File: src/rtl/vsc_pkg.sv
package vsc_pkg;
  // fraction bits of the line accumulator (1/1024 line units)
  localparam int VSC_FRAC_W = 10;
  // weight bits exposed to the two-tap filter (1/32 line units)
  localparam int VSC_WGT_W  = 5;
  // number of components served (luma, chroma)
  localparam int VSC_NCOMP  = 2;

  typedef enum logic [0:0] {COMP_LUMA = 1'b0, COMP_CHROMA = 1'b1} vsc_comp_e;
endpackage

File: src/rtl/vsc_sel.sv
module vsc_sel #(
  parameter int OFS_W   = 8,
  parameter int NSLOT   = 4,
  parameter int WGT_W   = 5,
  localparam int IDX_W  = $clog2(NSLOT),
  localparam int START_W = OFS_W + 2
) (
  input  logic [NSLOT*OFS_W-1:0] bank,
  input  logic [IDX_W-1:0]       idx,
  input  logic [OFS_W-1:0]       com,
  input  logic                   half,
  output logic [START_W-1:0]     start
);
  localparam int HALF_LINE = 1 << (WGT_W - 1);

  logic [OFS_W-1:0] slot [NSLOT];

  genvar s;
  generate
    for (s = 0; s < NSLOT; s++) begin : g_slot
      assign slot[s] = bank[s*OFS_W +: OFS_W];
    end
  endgenerate

  function automatic logic [START_W-1:0] f_start(
    input logic [OFS_W-1:0] o, input logic [OFS_W-1:0] c, input logic h);
    logic [START_W-1:0] acc;
    acc = START_W'(o) + START_W'(c);
    if (h) acc = acc + START_W'(HALF_LINE);
    return acc;
  endfunction

  assign start = f_start(slot[idx], com, half);
endmodule

File: src/rtl/vsc_acc.sv
module vsc_acc #(
  parameter int INC_W   = 16,
  parameter int FRAC_W  = 10,
  parameter int WGT_W   = 5,
  parameter int START_W = 10,
  localparam int ADV_W  = INC_W - FRAC_W + 1,
  localparam int SUM_W  = FRAC_W + ADV_W
) (
  input  logic               clk,
  input  logic               rst_n,
  input  logic               load,
  input  logic               step,
  input  logic [START_W-1:0] start_val,
  input  logic [INC_W-1:0]   inc,
  output logic [ADV_W-1:0]   adv_o,
  output logic [WGT_W-1:0]   wgt_o
);
  localparam int SUB_W = FRAC_W - WGT_W;

  logic [FRAC_W-1:0] frac_q;

  // start phase in 1/32 units widened to 1/1024 units: {advance, fraction}
  function automatic logic [SUM_W-1:0] f_load(input logic [START_W-1:0] sv);
    return SUM_W'({sv, {SUB_W{1'b0}}});
  endfunction

  function automatic logic [SUM_W-1:0] f_step(
    input logic [FRAC_W-1:0] fr, input logic [INC_W-1:0] in);
    return SUM_W'(fr) + SUM_W'(in);
  endfunction

  logic [SUM_W-1:0] nxt;
  always_comb begin
    if (load) nxt = f_load(start_val);
    else      nxt = f_step(frac_q, inc);
  end

  always_ff @(posedge clk) begin
    if (!rst_n) begin
      frac_q <= '0;
      adv_o  <= '0;
    end else if (load || step) begin
      frac_q <= nxt[FRAC_W-1:0];
      adv_o  <= nxt[SUM_W-1:FRAC_W];
    end
  end

  assign wgt_o = frac_q[FRAC_W-1 -: WGT_W];
endmodule

File: src/rtl/vsc_phase_gen.sv
module vsc_phase_gen
  import vsc_pkg::*;
#(
  parameter int OFS_W = 8,
  parameter int INC_W = 16,
  parameter int NSLOT = 4,
  localparam int ADV_W = INC_W - VSC_FRAC_W + 1,
  localparam int START_W = OFS_W + 2,
  localparam int BANK_W = NSLOT * OFS_W
) (
  input  logic               clk,
  input  logic               rst_n,
  input  logic               fld_start,
  input  logic               fld_id,
  input  logic               out_par,
  input  logic               conv_en,
  input  logic               line_step,
  input  logic [INC_W-1:0]   scale_inc,
  input  logic [OFS_W-1:0]   com_ofs,
  input  logic [BANK_W-1:0]  luma_ofs,
  input  logic [BANK_W-1:0]  chroma_ofs,
  output logic [ADV_W-1:0]   luma_adv,
  output logic [VSC_WGT_W-1:0] luma_wgt,
  output logic [ADV_W-1:0]   chroma_adv,
  output logic [VSC_WGT_W-1:0] chroma_wgt,
  output logic               phase_vld,
  output logic               task_bit
);
  // named internal events
  logic             line_evt;
  logic             half_req;
  logic [1:0]       sel_idx;
  logic [INC_W-1:0] shd_inc;

  assign line_evt = line_step & ~fld_start;
  assign half_req = conv_en & (out_par ^ fld_id);
  assign sel_idx  = {fld_id, task_bit};

  always_ff @(posedge clk) begin
    if (!rst_n) begin
      task_bit  <= 1'b0;
      shd_inc   <= '0;
      phase_vld <= 1'b0;
    end else begin
      phase_vld <= fld_start | line_step;
      if (fld_start) begin
        task_bit <= ~task_bit;
        shd_inc  <= scale_inc;
      end
    end
  end

  logic [BANK_W-1:0]    bank_c  [VSC_NCOMP];
  logic [START_W-1:0]   start_c [VSC_NCOMP];
  logic [ADV_W-1:0]     adv_c   [VSC_NCOMP];
  logic [VSC_WGT_W-1:0] wgt_c   [VSC_NCOMP];

  assign bank_c[COMP_LUMA]   = luma_ofs;
  assign bank_c[COMP_CHROMA] = chroma_ofs;

  genvar c;
  generate
    for (c = 0; c < VSC_NCOMP; c++) begin : g_comp
      vsc_sel #(.OFS_W(OFS_W), .NSLOT(NSLOT), .WGT_W(VSC_WGT_W)) u_sel (
        .bank (bank_c[c]),
        .idx  (sel_idx),
        .com  (com_ofs),
        .half (half_req),
        .start(start_c[c])
      );
      vsc_acc #(.INC_W(INC_W), .FRAC_W(VSC_FRAC_W), .WGT_W(VSC_WGT_W),
                .START_W(START_W)) u_acc (
        .clk      (clk),
        .rst_n    (rst_n),
        .load     (fld_start),
        .step     (line_evt),
        .start_val(start_c[c]),
        .inc      (shd_inc),
        .adv_o    (adv_c[c]),
        .wgt_o    (wgt_c[c])
      );
    end
  endgenerate

  assign luma_adv   = adv_c[COMP_LUMA];
  assign luma_wgt   = wgt_c[COMP_LUMA];
  assign chroma_adv = adv_c[COMP_CHROMA];
  assign chroma_wgt = wgt_c[COMP_CHROMA];
endmodule

File: config.mk
export PLATFORM = sky130hd
export DESIGN_NAME = vsc_phase_gen
export DESIGN_NICKNAME = d
export VERILOG_FILES = /design/src/rtl/vsc_pkg.sv /design/src/rtl/vsc_sel.sv /design/src/rtl/vsc_acc.sv /design/src/rtl/vsc_phase_gen.sv
export SDC_FILE = /design/constraint.sdc
export NUM_CORES = 1
export LEC_CHECK = 0
export CAP_MARGIN = 0
export CELL_PAD_IN_SITES_DETAIL_PLACEMENT = 1
export CELL_PAD_IN_SITES_GLOBAL_PLACEMENT = 2
export CORE_ASPECT_RATIO = 0.7
export CORE_UTILIZATION = 26
export DETAILED_ROUTE_END_ITERATION = 8
export GPL_TIMING_DRIVEN = 0
export HOLD_SLACK_MARGIN = 0.1
export PLACE_DENSITY = 0.87
export SYNTH_ARGS = -nofsm -noshare
export SYNTH_HDL_FRONTEND = slang
export SYNTH_SLANG_ARGS = --single-unit
File: constraint.sdc
create_clock -name clk -period 4.16 [get_ports clk]
set_input_delay 1.04 -clock clk [delete_from_list [all_inputs] [get_ports clk]]
set_output_delay 1.04 -clock clk [all_outputs]
set_load 0.005 [all_outputs]
==> metrics.txt <==
outcome finished clean; Worst Clk Skew 0.0127 ns; start point of the critical path chroma_ofs[24]; PnR worst setup slack 0.136 ns; number of detailed-routing iterations run before antenna repair 5; share of final-layout standard cells stronger than drive strength 1 0.0937; most frequently used flop master after synthesis dfxtp_1; DRT iter0 DRCs 319; maximum number of pins on one net before global-route repair 15; number of sinks driven by the clock tree 52; number of buffers inserted during clock tree synthesis 5; Top Metal Used met4; Avg Cell Area, Syn 8.67 µm²; metal2 WL 7320 µm; highest fanout seen on the critical path 4; latest clock arrival within the worst-skew pair 0.30 ns; Syn. warnings 0; DP Wirelength 14300 µm; net count of the mapped netlist 660; Required @ worst endpoint 4.31 ns; number of synthesized flops with an enable pin 0; last weighted congestion value of the routability-driven placer 0.860; vias in the first global route 4816; total leakage power 2.39 nW; number of design rule violations left after detail routing 0; destination of the worst register-to-register timing path g_comp[1].u_acc.adv_o[3]; number of rows in the core area 40; fmax 248 MHz; critical-path cell with the highest stage delay mux4_2; critical path start-end classification in2reg; cell taking the most area after synthesis dfxtp_1; startpoint types input pin; wire per inst 19.4 µm; via/cell ratio 5.32; post-route clock period utilization 0.967; unrepaired setup endpoints after global routing false; H-tree depth 2; overall die height 113 µm; Max Cap Violations 0; number of different library cells in the post-synthesis netlist 74; slew at the pin with the worst max-slew slack 0.974 ns; class of the most critical hold timing path reg2reg; Clock Path Buffers 2; Antenna Cells 0; async set or reset register ratio after synthesis 0; area of the core 17100 µm²; wire length on met3 866 µm; Initial Util 0.266; total vias in the final route 4696; cell area power density 288 nW/µm²; chain of cells forming the critical path clkdlybuf4s50_1 > mux4_2 > ha_1 > fa_1 > a21o_1 > a311o_1 > a221o_1 > nor3_4 > mux2i_1 > a211oi_2; wire length reported by the detailed router 17100 µm; CTS tree built; gr usage total 0.192; largest voltage drop on the vdd net 129 µV; worst setup slack for register-to-register paths 0.26 ns; tightest hold margin 0.458 ns; GRT Residual Overflow 0; Post-Syn Instances 525; fin util 0.363; first-pass GRT wire length 27000 µm; Reg2Reg Depth 11; kind of capture point of the worst setup path flip-flop; final net count 786; Inst Count DP 875; area of the mapped netlist 4550 µm²; total setup violations reported at the end of the flow 0; source of the worst register-to-register timing path task_bit; Slew Viols, Final 0; total power draw 0.00179 W; number of flip-flops and latches in the synthesized netlist 52; remaining antenna violation count after routing 0; clock period minus final worst setup slack 4.02 ns; sequential cell area fraction in the yosys report 0.229; total die area 18000 µm²; Worst-path clk slew 0.07 ns; wire length on met1 8870 µm; number of endpoints with negative hold slack in the final report 0; Arrival @ worst endpoint 4.17 ns; number of antenna violations at the first check in global routing 0; count of buffers added by post-CTS timing repair for setup 0; portion of synthesized cell area occupied by the leading cell type 0.229; clock tree root buffer cell clkbuf_16; non-filler instance count after layout 882; Synth area leaders dfxtp_1, ha_1, mux4_2; I/O pins 121; worst slack at placement -0.435 ns; count of buffers inserted at the top-level ports 119; x dimension of the die 160 µm; biggest cell delay along the critical path 0.48 ns; Area Overhead vs Synth 36.5%; Critical path destination g_comp[1].u_acc.adv_o[3]; headroom to the max-slew limit 0.351
## area by class of cell
cell class                 instances  area (µm²)
fill                            2016       10900
clock buffer                       7         153
tap                              231         289
timing repair buffer             119        1190
sequential                        52        1040
buffer                            33         184
inverter                          16        60.1
multi-input combinational        424        3290
## per-layer routing
layer  GRT usage  up-vias
met5           0        -
met4      0.0203        0
met3      0.0388        6
met2       0.296      106
met1       0.282     2348
li1            -     2236
## flip-flops by register name, summed over array words and instances (netlist names)
name / cells
shd_inc: 16
g_comp.u_acc.frac_q: 20
g_comp.u_acc.adv_o: 14
phase_vld: 1
task_bit: 1
## critical path: cells and delay by family
| family | cells | cell delay (ns) |
|---|---|---|
| AOI/OAI and AO/OA | 4 | 1.07 |
| adders and majority gates | 2 | 0.65 |
| muxes | 2 | 0.74 |
| and+or+nand+nor | 1 | 0.26 |
| buffers and inverters | 1 | 0.40 |
## layout by cell type, fill, tap and decap left out, types with 7 or more instances in the layout
master,count
o21a_1,13
nand3_1,15
mux2i_1,25
a211oi_1,13
xnor2_1,14
mux4_2,16
o21ai_0,25
nor2b_1,7
a21oi_1,38
inv_1,16
clkbuf_1,13
clkdlybuf4s50_1,119
nor2_1,55
a21o_1,14
buf_4,13
dfxtp_1,52
nor3_1,13
ha_1,36
nand2_1,26
## synth_stat cells, drive strengths merged, types with 2 or more instances
cell,instances
nor2,55
dfxtp,52
a21oi,39
ha,36
o21ai,29
nand2,27
mux2i,25
buf,18
inv,16
mux4,16
a211oi,15
clkbuf,15
nand3,15
nor3,15
a21o,14
xnor2,14
o21a,13
and3,8
nor4,8
nor2b,7
nand2b,6
o211ai,6
xor2,6
a221oi,5
fa,4
nand4,4
a2111oi,3
a211o,3
a31oi,3
nor3b,3
o31a,3
o32ai,3
or3,3
or4,3
a22oi,2
and2,2
and4b,2
o21bai,2
o221ai,2
o311a,2
or2,2
## cells by family after synthesis
family / share of synthesized area
muxes: 0.137
adders and majority gates: 0.117
buffers and inverters: 0.0525
DFF: 0.229
xor gates and xnor gates: 0.0426
and+or+nand+nor: 0.183
AOI/OAI and AO/OA: 0.240
## through the flow
stage,TNS [ns],area [µm²]
finish,0,6210
global placement,-1.53,6030
CTS,0,6180
floorplan,0,4550
global route,0,6210
detailed placement,-1.81,6030
## timing repair
action	CTS	global route
gates cloned	0	0
pin swaps	0	1
hold buffers	0	0
setup endpoints to repair	4	6
hold endpoints to repair	0	0
gates resized for setup	2	6
## worst min-delay path by stage
stage                                         start                   endpoint  slack [ns]  depth (start not counted)
final                     g_comp[0].u_acc.frac_q[4]  g_comp[0].u_acc.frac_q[4]        0.46                          2
after global routing      g_comp[0].u_acc.frac_q[4]  g_comp[0].u_acc.frac_q[4]        0.48                          2
after CTS                 g_comp[0].u_acc.frac_q[4]  g_comp[0].u_acc.frac_q[4]        0.46                          2
after detailed placement  g_comp[0].u_acc.frac_q[4]  g_comp[0].u_acc.frac_q[4]        0.45                          2
after global placement    g_comp[0].u_acc.frac_q[4]  g_comp[0].u_acc.frac_q[4]        0.45                          2
after floorplan           g_comp[0].u_acc.frac_q[4]  g_comp[0].u_acc.frac_q[4]        0.44                          2
## power breakdown
part	total (W)	internal, W	switching [W]	leakage (nW)
clock	0.000441	0.000253	0.000188	0.0760
sequential	0.000574	0.000537	0.0000368	0.428
combinational	0.000774	0.000387	0.000387	1.89
Note: power is estimated with default switching activity, not from simulation.
